`config.mk`:
```
export PLATFORM = sky130hd
export DESIGN_NAME = pcseq_top
export DESIGN_NICKNAME = d
export VERILOG_FILES = /design/src/rtl/pcseq_pkg.sv /design/src/rtl/pcseq_src_sel.sv /design/src/rtl/pcseq_addr_mux.sv /design/src/rtl/pcseq_ret_stack.sv /design/src/rtl/pcseq_flush.sv /design/src/rtl/pcseq_top.sv
export SDC_FILE = /design/constraint.sdc
export NUM_CORES = 1
export LEC_CHECK = 0
export BUFFER_PORTS_ARGS = -buffer_cell sky130_fd_sc_hd__buf_4
export CAP_MARGIN = 20
export CORE_ASPECT_RATIO = 0.5
export CORE_MARGIN = 10
export CORE_UTILIZATION = 47
export DETAILED_ROUTE_END_ITERATION = 8
export PLACE_DENSITY = 0.8
export SLEW_MARGIN = 20
export SYNTH_ARGS = -nofsm -noshare
export SYNTH_HDL_FRONTEND = slang
export SYNTH_HIERARCHICAL = 1
export SYNTH_SLANG_ARGS = --single-unit
```
`constraint.sdc`:
```
create_clock -name clk_i -period 2 [get_ports clk_i]
set_input_delay 0.2 -clock clk_i [delete_from_list [all_inputs] [get_ports clk_i]]
set_output_delay 0.2 -clock clk_i [all_outputs]
set_load 0.03 [all_outputs]
```
`src/rtl/pcseq_pkg.sv`:
```
package pcseq_pkg;
  typedef enum logic [2:0] {
    SRC_INC,
    SRC_SKIP,
    SRC_LOW,
    SRC_TGT,
    SRC_RET
  } src_e;
endpackage

```
`src/rtl/pcseq_src_sel.sv`:
```
module pcseq_src_sel
  import pcseq_pkg::*;
(
  input  logic flush_i,
  input  logic call_i,
  input  logic jump_i,
  input  logic ret_i,
  input  logic low_wr_i,
  input  logic skip_i,
  input  logic cond_i,
  output src_e src_o,
  output logic push_o,
  output logic redirect_o
);
  // fixed priority: call > jump > ret > low write > skip
  always_comb begin
    src_o  = SRC_INC;
    push_o = 1'b0;
    if (!flush_i) begin
      if (call_i) begin
        src_o  = SRC_TGT;
        push_o = 1'b1;
      end else if (jump_i)           src_o = SRC_TGT;
      else if (ret_i)                src_o = SRC_RET;
      else if (low_wr_i)             src_o = SRC_LOW;
      else if (skip_i && cond_i)     src_o = SRC_SKIP;
    end
  end

  assign redirect_o = (src_o != SRC_INC);


  always_comb flush_ignore_chk: assert (!(flush_i && (push_o || redirect_o)));
endmodule

```
`src/rtl/pcseq_addr_mux.sv`:
```
module pcseq_addr_mux
  import pcseq_pkg::*;
#(
  parameter int unsigned AW = 10,
  parameter int unsigned LW = 8
) (
  input  logic [AW-1:0] pc_i,
  input  logic [AW-1:0] stack_i,
  input  logic [AW-1:0] target_i,
  input  logic [LW-1:0] low_i,
  input  src_e          src_i,
  output logic [AW-1:0] pc_o
);
  localparam int unsigned HW = AW - LW;

  logic [AW-1:0] inc;
  logic [AW-1:0] low_tgt;

  assign inc = pc_i + AW'(1);

  generate
    if (HW > 0) begin : g_region
      assign low_tgt = {pc_i[AW-1:LW], low_i};
    end else begin : g_flat
      assign low_tgt = low_i[AW-1:0];
    end
  endgenerate

  always_comb begin
    unique case (src_i)
      SRC_TGT: pc_o = target_i;
      SRC_RET: pc_o = stack_i;
      SRC_LOW: pc_o = low_tgt;
      default: pc_o = inc;  // skip uses the same +1: fetch addr already past skip
    endcase
  end
endmodule

```
`src/rtl/pcseq_ret_stack.sv`:
```
module pcseq_ret_stack #(
  parameter int unsigned AW = 10
) (
  input  logic          clk_i,
  input  logic          rst_ni,
  input  logic          push_i,
  input  logic [AW-1:0] data_i,
  output logic [AW-1:0] data_o
);
  logic [AW-1:0] entry_q;

  // single entry: a push always overwrites
  always_ff @(posedge clk_i or negedge rst_ni) begin
    if (!rst_ni)     entry_q <= '0;
    else if (push_i) entry_q <= data_i;
  end

  assign data_o = entry_q;


  push_store_chk: assert property (@(posedge clk_i) disable iff (!rst_ni)
    push_i |=> data_o == $past(data_i));

  idle_keep_chk: assert property (@(posedge clk_i) disable iff (!rst_ni)
    !push_i |=> $stable(data_o));
endmodule

```
`src/rtl/pcseq_flush.sv`:
```
module pcseq_flush (
  input  logic clk_i,
  input  logic rst_ni,
  input  logic step_i,
  input  logic redirect_i,
  output logic flush_o
);
  logic flush_q;

  always_ff @(posedge clk_i or negedge rst_ni) begin
    if (!rst_ni)     flush_q <= 1'b0;
    else if (step_i) flush_q <= redirect_i;
  end

  assign flush_o = flush_q;


  flush_single_chk: assert property (@(posedge clk_i) disable iff (!rst_ni)
    (flush_o && step_i) |=> !flush_o);

  flush_hold_chk: assert property (@(posedge clk_i) disable iff (!rst_ni)
    !step_i |=> $stable(flush_o));
endmodule

```
`src/rtl/pcseq_top.sv`:
```
module pcseq_top
  import pcseq_pkg::*;
#(
  parameter int unsigned AW = 10,
  parameter int unsigned LW = 8
) (
  input  logic          clk_i,
  input  logic          rst_ni,
  input  logic          step_i,
  input  logic          call_i,
  input  logic          jump_i,
  input  logic          ret_i,
  input  logic          low_wr_i,
  input  logic [LW-1:0] low_data_i,
  input  logic          skip_i,
  input  logic          cond_i,
  input  logic [AW-1:0] target_i,
  output logic [AW-1:0] fetch_addr_o,
  output logic          flush_o
);
  src_e          src;
  logic          push, redirect;
  logic [AW-1:0] pc_q, pc_nxt, stack_val;

  pcseq_src_sel u_sel (
    .flush_i   (flush_o),
    .call_i    (call_i),
    .jump_i    (jump_i),
    .ret_i     (ret_i),
    .low_wr_i  (low_wr_i),
    .skip_i    (skip_i),
    .cond_i    (cond_i),
    .src_o     (src),
    .push_o    (push),
    .redirect_o(redirect)
  );

  pcseq_addr_mux #(.AW(AW), .LW(LW)) u_mux (
    .pc_i    (pc_q),
    .stack_i (stack_val),
    .target_i(target_i),
    .low_i   (low_data_i),
    .src_i   (src),
    .pc_o    (pc_nxt)
  );

  pcseq_ret_stack #(.AW(AW)) u_stack (
    .clk_i (clk_i),
    .rst_ni(rst_ni),
    .push_i(push && step_i),
    .data_i(pc_q),
    .data_o(stack_val)
  );

  pcseq_flush u_flush (
    .clk_i     (clk_i),
    .rst_ni    (rst_ni),
    .step_i    (step_i),
    .redirect_i(redirect),
    .flush_o   (flush_o)
  );

  always_ff @(posedge clk_i or negedge rst_ni) begin
    if (!rst_ni)     pc_q <= '0;
    else if (step_i) pc_q <= pc_nxt;
  end

  assign fetch_addr_o = pc_q;


  always_comb reset_zero_chk: assert (rst_ni || (pc_q == '0 && !flush_o));

  pc_hold_chk: assert property (@(posedge clk_i) disable iff (!rst_ni)
    !step_i |=> $stable(fetch_addr_o));

  pc_inc_chk: assert property (@(posedge clk_i) disable iff (!rst_ni)
    (step_i && !flush_o && !call_i && !jump_i && !ret_i && !low_wr_i && !skip_i)
    |=> (fetch_addr_o == $past(fetch_addr_o) + AW'(1)) && !flush_o);

  jump_load_chk: assert property (@(posedge clk_i) disable iff (!rst_ni)
    (step_i && !flush_o && (call_i || jump_i))
    |=> (fetch_addr_o == $past(target_i)) && flush_o);

  flush_inc_chk: assert property (@(posedge clk_i) disable iff (!rst_ni)
    (step_i && flush_o) |=> fetch_addr_o == $past(fetch_addr_o) + AW'(1));
endmodule

```
==> results of run 1 <==
==> sequential cells by signal, summed over array words and instances (netlist names) <==
name,count
fetch_addr_o,10
u_flush/flush_o,1
u_stack/data_o,10
==> how the worst max path moves through the flow <==
stage                                             end  slack [ns]  cells after the start
after floorplan           fetch_addr_o[6]$_DFFE_PN0P_       -0.02                      7
after global placement    fetch_addr_o[6]$_DFFE_PN0P_        0.14                      6
after detailed placement  fetch_addr_o[6]$_DFFE_PN0P_        0.06                      8
after CTS                 fetch_addr_o[6]$_DFFE_PN0P_        0.04                      6
after global routing      fetch_addr_o[4]$_DFFE_PN0P_       -0.02                      7
final                     fetch_addr_o[6]$_DFFE_PN0P_        0.04                      6
==> what timing repair did <==
action                                  4_1_cts  5_1_grt
gates resized for setup                       0        1
hold buffers                                  1        0
endpoints found under the hold margin        21        0
endpoints found under the setup margin        0        3
==> cell families after synthesis <==
| group | count (synthesis) |
|---|---|
| multiplexers | 21 |
| AND/OR/NAND/NOR | 32 |
| AO/OA/AOI/OAI | 38 |
| XOR/XNOR | 6 |
| adder cells (fa/ha/maj) | 1 |
| flip-flops | 21 |
| buffers and inverters | 9 |
==> power groups by stage <==
stage	Clock (W)	Sequential, W	Combinational (W)
6_report	0.000277	0.000855	0.00184
5_1_grt	0.000298	0.000884	0.00196
4_1_cts	0.000287	0.000851	0.00183
3_5_place_dp	0	0.000855	0.00181
3_3_place_gp	0	0.000840	0.00177
2_1_floorplan	0	0.00106	0.00103
==> routing by layer <==
metal | wire (um) | part of all wire (%) | up-vias
met3 | 214 | 5.6 | 2
met4 | 26 | 0.68 | 0
met5 | 0 | 0 | -
met1 | 1761 | 46 | 586
li1 | - | - | 578
met2 | 1800 | 47 | 33
==> placed cells by master (no fill, tap or decap), drive strengths merged, types with 3 or more instances in the layout <==
| cell type | instances |
|---|---|
| mux2 | 21 |
| o22ai | 6 |
| xnor2 | 4 |
| buf | 50 |
| nor2 | 5 |
| nand2b | 3 |
| nor3 | 5 |
| a22oi | 4 |
| dfrtp | 21 |
| o21ai | 6 |
| o21a | 3 |
| o22a | 4 |
| nand3 | 3 |
| a21oi | 5 |
| nand2 | 7 |
| clkbuf | 3 |
==> cell type report <==
| cell class | count | area (um^2) |
|---|---|---|
| clock inverters | 1 | 5.005 |
| inverters | 1 | 3.754 |
| fillers | 252 | 1102 |
| well taps | 40 | 50.05 |
| clock buffers | 3 | 41.29 |
| flip-flops and latches | 21 | 528.0 |
| repair buffers | 51 | 385.4 |
| multi-input cells | 98 | 844.6 |
==> synthesized netlist by cell type, types with 2 or more instances <==
cell type,n
o22ai_1,6
mux2_4,20
nand2b_1,3
o32ai_1,2
nor2_1,5
nand2_1,7
a21oi_1,5
dfrtp_1,21
buf_6,3
o21ai_0,5
nand3_1,3
nor2b_1,2
clkbuf_1,2
a22oi_1,4
nor3_1,5
o221ai_1,2
xnor2_1,4
a2bb2oi_1,2
o21a_1,3
o22a_1,4
xor2_1,2
==> worst register-to-register path: stages (launching register included) <==
cell,delay (ns)
dfrtp_2,0.44
nor4b_4,0.31
nand2b_1,0.23
o21ai_4,0.07
or3b_1,0.35
a22o_1,0.20
mux2_4,0.25
==> stage by stage <==
stage | setup WS (ns) | std cells | hold slack [ns] | area [um^2] | power [W]
after CTS | 0.04023 | 215 | 0.2740 | 1857 | 0.002968
after global placement | 0.1444 | 210 | 0.09719 | 1800 | 0.002606
after detailed placement | 0.05939 | 210 | 0.1008 | 1800 | 0.002668
after floorplan | -0.02491 | 128 | -0.09559 | 1444 | 0.002088
final | 0.03733 | 215 | 0.2761 | 1858 | 0.002972
after global routing | -0.01948 | 215 | 0.2980 | 1858 | 0.003138
==> summary.md, run 1 <==
The run finished with clean final reports. For the number of placement rows, the log shows 14. Sorting the synthesized cells by area gives the leading types as dfrtp_1 (37%), mux2_4 (21%), o22ai_1 (2.6%), o22a_1 (2.4%), xnor2_1 (2.4%).

The number of post-CTS setup repair buffers came out at 0. The buffer cell driving the clock tree root is clkbuf_8. The final number of max-transition violations is 0.

The flip-flop and latch count after synthesis is 21. Counting flops with an async set or reset pin after synthesis yields a share of 100.0%. Derived from the worst setup path, the maximum achievable clock frequency is 0.5095 GHz.

Counting I/O delays and the setup requirement, the final critical path takes 1.963 ns. The post-synthesis mux area share was 21.78%; the gate count of the mapped netlist was 128. The startpoint identified for the worst hold timing path is target_i[7]. The run gives 0.001737 W as the internal portion of total power. Area enclosed by the die boundary: 5783 um^2.

Ratio of total power to cell area: 1599 nW/um^2. The area growth from synthesis to layout is 29.92%. The region available for standard cell placement spans 2960 um^2. Before antenna repair, the detailed router went through 4 iterations. For the number of top-level pins, the log shows 38. Across all register-to-register paths, the minimum setup slack is 0.04 ns. The logs give 61.9% for the combinational cell fraction of total power and 0.8439 for the final RePlAce weighted congestion.

TritonCTS built the clock tree. The layer flagged by global routing as most heavily used is met2. Count of unresolved DRC violations after routing: 0. The cell at the slowest stage of the critical path is dfrtp_2. Detailed routing inserted a total of 1199 vias. The worst hold path belongs to the class primary input to register.

The HPWL after detailed placement is 2.885 mm. Setup violations remaining at the end of the flow were counted as 0. The chip width was 98.01 um.

The number of distinct library cells after synthesis was 39. The tools report the data required time at the worst endpoint as 2.15 ns. The worst register-to-register path ends at fetch_addr_o[6]$_DFFE_PN0P_.

The synthesized netlist devotes 12.51% of its cell area to simple gates. Of the total synthesized cell area, the portion taken by XOR and XNOR cells is 3.675%. When the netlist entered floorplanning its net count stood at 156. On the final layout, the worst clock skew is 0.001709 ns. The actual transition at the worst max-transition pin is 0.3750 ns.

The number of buffer cells added on primary ports is 37, and the number of diodes added for antenna fixing is 0. The worst hold path terminates at fetch_addr_o[7]$_DFFE_PN0P_. For this run, the post-layout net count is 204.

Each instance of the synthesized netlist takes up on average 11.17 um^2. The fraction of the core area covered by cells at the end of the flow was 62.76%; the net switching power figure was 0.001235 W. On the worst path, the slowest cell contributes a delay of 0.44 ns. Per report_power, the clock group accounts for 9.3% of the total.

The number of nets with antenna violations after routing is 0, and the number of synthesized flops with an enable pin is 0. The tools report the startpoint of the most critical setup path as u_flush/flush_o$_DFFE_PN0P_. dfrtp_1 takes more of the synthesized area than any other cell.

Yosys printed 6 warnings. Largest fanout of any net on the critical path: 4. The die is 59.01 um tall. The synthesized netlist devotes 19.34% of its cell area to compound gates. Total global routing overflow: 0. The initial antenna violation count was 0. The logs give 0.26 ns for the clock latency reported for the late side of the worst-skew pair and 3.803 mm for the total wire length.

The post-synthesis instance area is 1430 um^2. Largest delay contributor family on the critical path: simple AND/OR/NAND/NOR gates. Of the post-synthesis cell area, the dominant cell type holds 36.75%. After detailed routing, the number of vias per cell comes to 5.577.

The tools report the startpoint type of the worst setup path as a register. In the global route stage, met2 resource usage came out at 20.56%. STA classifies the critical path endpoint as a register.

The starting density of the core came out at 48.31%. The tools report the deepest level of the CTS H-tree as 1. Walking the worst path, the cells encountered are nor4b_4, nand2b_1, o21ai_4, or3b_1, a22o_1, mux2_4. Switching share of power: 41.54%.

Entering global routing, the biggest net connects 22 pins. The first global-routing pass estimated 6.003 mm of wire. Sequential share of the synthesized area: 36.75%. After clock tree synthesis, the clock-pin slew on the worst setup and hold paths is 0.07 ns. After layout, the worst path uses 98.13% of the clock period. For the sequential share of power, the log shows 28.8%. For met1 alone, demand over resource in global routing was 16.12%. The kind of critical path was register to register. The cell count of the worst hold path was 4; the static power due to leakage was 0.8361 nW. The tools report the initial detailed-routing violation count as 109. Setup total negative slack on the finished layout was measured at 0 ns. For the critical path data arrival time, the log shows 2.11 ns. After synthesis, the largest family of logic cells by area is multiplexers. The number of cells on the worst reg-to-reg path is 6. Global routing consumed, on the met3 layer, 3.609% of the routing resources. Max-cap violations in this run came to 0. The longest clock path from root to sink contains 2 buffers. Setup repair after global routing could not meet its margin everywhere. The final count of hold timing violations is 0, and the number of global-route vias before repair is 1191. Buffers inserted during clock tree synthesis total 3. The worst-case IR drop observed on VDD is 652.9 uV.

The synthesized netlist devotes 0.8749% of its cell area to adder and majority cells. For this run, the leading register cell type out of synthesis is dfrtp_1. Measured against its own limit, the worst slew margin works out to 75.00%. Cells with a size suffix above 1 make up 46.29% of the layout. Global-route usage over all layers: 12.56%. In the final routed layout, each cell accounts on average for 17.69 um. Counting every sink on the clock net gives 21.

Counting both buffers and inverters, the worst setup path holds a total of 0. The startpoint identified for the worst register-to-register timing path is u_flush/flush_o$_DFFE_PN0P_.
(Power assumes the default switching activity.)
==> run 2: changes to the inputs <==
Settings changed: CORE_MARGIN 10 to 3.
==> run 2 against run 1 <==
Net effect: hold slack better by 0.0021 ns; power fell by 0.77%; setup slack gained 0.018 ns; clock power barely moved; wire length shrank 5.8%; cell area shrank 0.27%; clock skew grew 0.0065 ns; global-route usage grew 7.8 points; via count increased by 2.2%; register-to-register slack better by 0.02 ns; largest power group unchanged.
==> summary.md, run 2 (synthesized netlist as in run 1, its figures left out) <==
No sink is reached through more buffers than the 2 on the longest clock path. After clock tree synthesis, the clock-pin slew on the worst setup and hold paths is 0.08 ns. The run gives 5.878 mm as the global-route wire length before repair.

At the worst endpoint, the required time is 2.16 ns. Across all layers, the routed design uses 1225 vias. The number of nets with antenna violations after routing was 0. The deepest level of the CTS H-tree came out at 1. Max-cap violations in this run came to 0.

Global routing finished with a remaining overflow of 0. In this run the power density over the cells is 1591 nW/um^2. The logs give 220 for the final-layout fill cell count and 74.78% for the worst-case headroom to the max-slew limit.

The final number of max-transition violations was 0; the portion of the clock cycle consumed by the worst path in the final layout was 97.23%. The area added between synthesis and finish is 29.57%. Leaving out fill and tap cells, the most frequent cells in the layout are buf_4 (50), mux2_4 (20), dfrtp_1 (20), nand2_1 (7), o22ai_1 (6). In this run the standard cell core region covers 2749 um^2.

The count of buffers added on input and output ports is 37. The run gives 3781 um^2 as the area enclosed by the die boundary. The post-route cell area is 1853 um^2, and the number of placement rows is 13. The tools report the net total in the final layout as 204. The clock latency reported for the late side of the worst-skew pair is 0.26 ns.

The tools report the number of global-route vias before repair as 1199. Final count of hold timing violations: 0. The chip width is 84.01 um, and the total wire length is 3.584 mm.

The vertical die dimension was 45.01 um; the worst clock skew was 0.008210 ns. The leading cell type in the layout, fill and taps excluded is buf_4. At the end of routability-driven placement, the weighted congestion stood at 0.8521.

Summed over all cells, the static leakage comes to 0.8378 nW. The number of top-level pins is 38, and the count of endpoints failing setup in the final report is 0. The finished layout holds 212 standard cells, fillers aside.

For the maximum ir drop on the vdd rail, the log shows 791.7 uV. Measured on the finished design, the core utilization comes to 67.41%. The post-detailed-placement half-perimeter wirelength came out at 2.694 mm. The power consumption was 0.002949 W.

For this run, design rule violations remaining after detail routing come to 0. Cells with a size suffix above 1 make up 45.71% of the layout. The standard cell area after detailed placement is 1789 um^2. The logs give 0 ns for the setup TNS after final layout and 0 for the number of diodes added for antenna fixing. The global-route usage over all layers is 20.33%, and the count of TritonRoute iterations in the first routing pass is 4. The number of buffers added by the clock tree synthesis step was 3. The largest fanout of any net on the critical path came out at 5. The run finished with clean final reports.

In the final routed layout, each cell accounts on average for 16.91 um. The critical path is of the register to register type. Startpoint type of the worst setup path: a register.

After detailed placement, the design holds a cell count of 206. Setup repair after global routing could not meet its margin everywhere. Using the TritonRoute via totals, the vias-per-cell ratio works out to 5.778.

Actual transition at the worst max-transition pin: 0.3783 ns. TritonCTS built the clock tree. The critical path data arrival time was 2.10 ns. In this run, post-CTS repair resized a total of 0 instances.

Entering global routing, the biggest net connects 22 pins. The tools report the initial antenna violation count as 0. The tree is rooted in a clkbuf_8. Derived from the worst setup path, the maximum achievable clock frequency is 0.5142 GHz. The final period demand of the worst path is 1.945 ns. STA classifies the critical path endpoint as a register.

In this run the worst hold path is classified as primary input to register. The starting density of the core came out at 52.03%. For the initial detailed-routing violation count, the log shows 133.

The tools report the clock net sink count as 21.
[run 2: cell counts in the layout (fill, tap and decap cells not counted)]
Identical to the previous run, type by type.
[run 2: metal layers]
layer  global-route usage, %  part of all wire [%]  routed length (um)  vias up
met5                       0                     0                   0        -
met4                   2.885                  0.56                  20        0
met3                   4.736                   7.6                 272        4
met2                   32.07                    43                1532       52
met1                   29.63                    49                1759      594
li1                        -                     -                   -      575
[run 2: through the flow]
stage	hold slack, ns	setup slack, ns
floorplan	-0.09559	-0.02491
global placement	0.09715	0.1441
detailed placement	0.09947	0.07704
CTS	0.2742	0.08552
global route	0.2680	-0.02284
finish	0.2782	0.05539
[run 2: final cells by class]
type | count | area [um^2] | share of cell area [%]
clock buffers | 3 | 41.29 | 2.228
clock inverters | 1 | 5.005 | 0.2701
inverters | 1 | 3.754 | 0.2026
multi-input cells | 98 | 844.6 | 45.58
flip-flops and latches | 21 | 526.8 | 28.43
well taps | 37 | 46.29 | 2.498
repair buffers | 51 | 385.4 | 20.80
[run 2: path summary, 6_finish.rpt]
kind,start,endpoint,slack [ns],cells after the start
setup / recovery,u_flush/flush_o$_DFFE_PN0P_,fetch_addr_o[8]$_DFFE_PN0P_,0.06,7
hold / removal,target_i[4],fetch_addr_o[4]$_DFFE_PN0P_,0.28,3
setup reg to reg,u_flush/flush_o$_DFFE_PN0P_,fetch_addr_o[8]$_DFFE_PN0P_,0.06,7
hold reg to reg,u_stack/data_o[0]$_DFFE_PN0P_,u_stack/data_o[0]$_DFFE_PN0P_,0.52,1
max in group asynchronous,rst_ni,u_flush/flush_o$_DFFE_PN0P_,1.41,2
min in group asynchronous,rst_ni,u_stack/data_o[8]$_DFFE_PN0P_,0.35,2
[run 2: critical path, cell delays in order, from the launching register on]
cell	delay, ns
dfrtp_2	0.44
nor4b_4	0.28
nor2b_1	0.13
buf_4	0.17
a22oi_1	0.25
a2bb2oi_1	0.21
o21ai_0	0.11
mux2_4	0.26
[run 2: power by group]
part | leakage, nW | switching (W) | total [W] | internal, W
Clock | 0.0255 | 0.000139 | 0.000278 | 0.000139
Sequential | 0.250 | 0.000225 | 0.000862 | 0.000637
Combinational | 0.563 | 0.000860 | 0.00181 | 0.000949
[run 2: timing repair]
action / CTS / global route
hold buffers: 1 / 0
setup buffers: 0 / 1
setup endpoints to repair: 0 / 3
hold endpoints to repair: 21 / 0
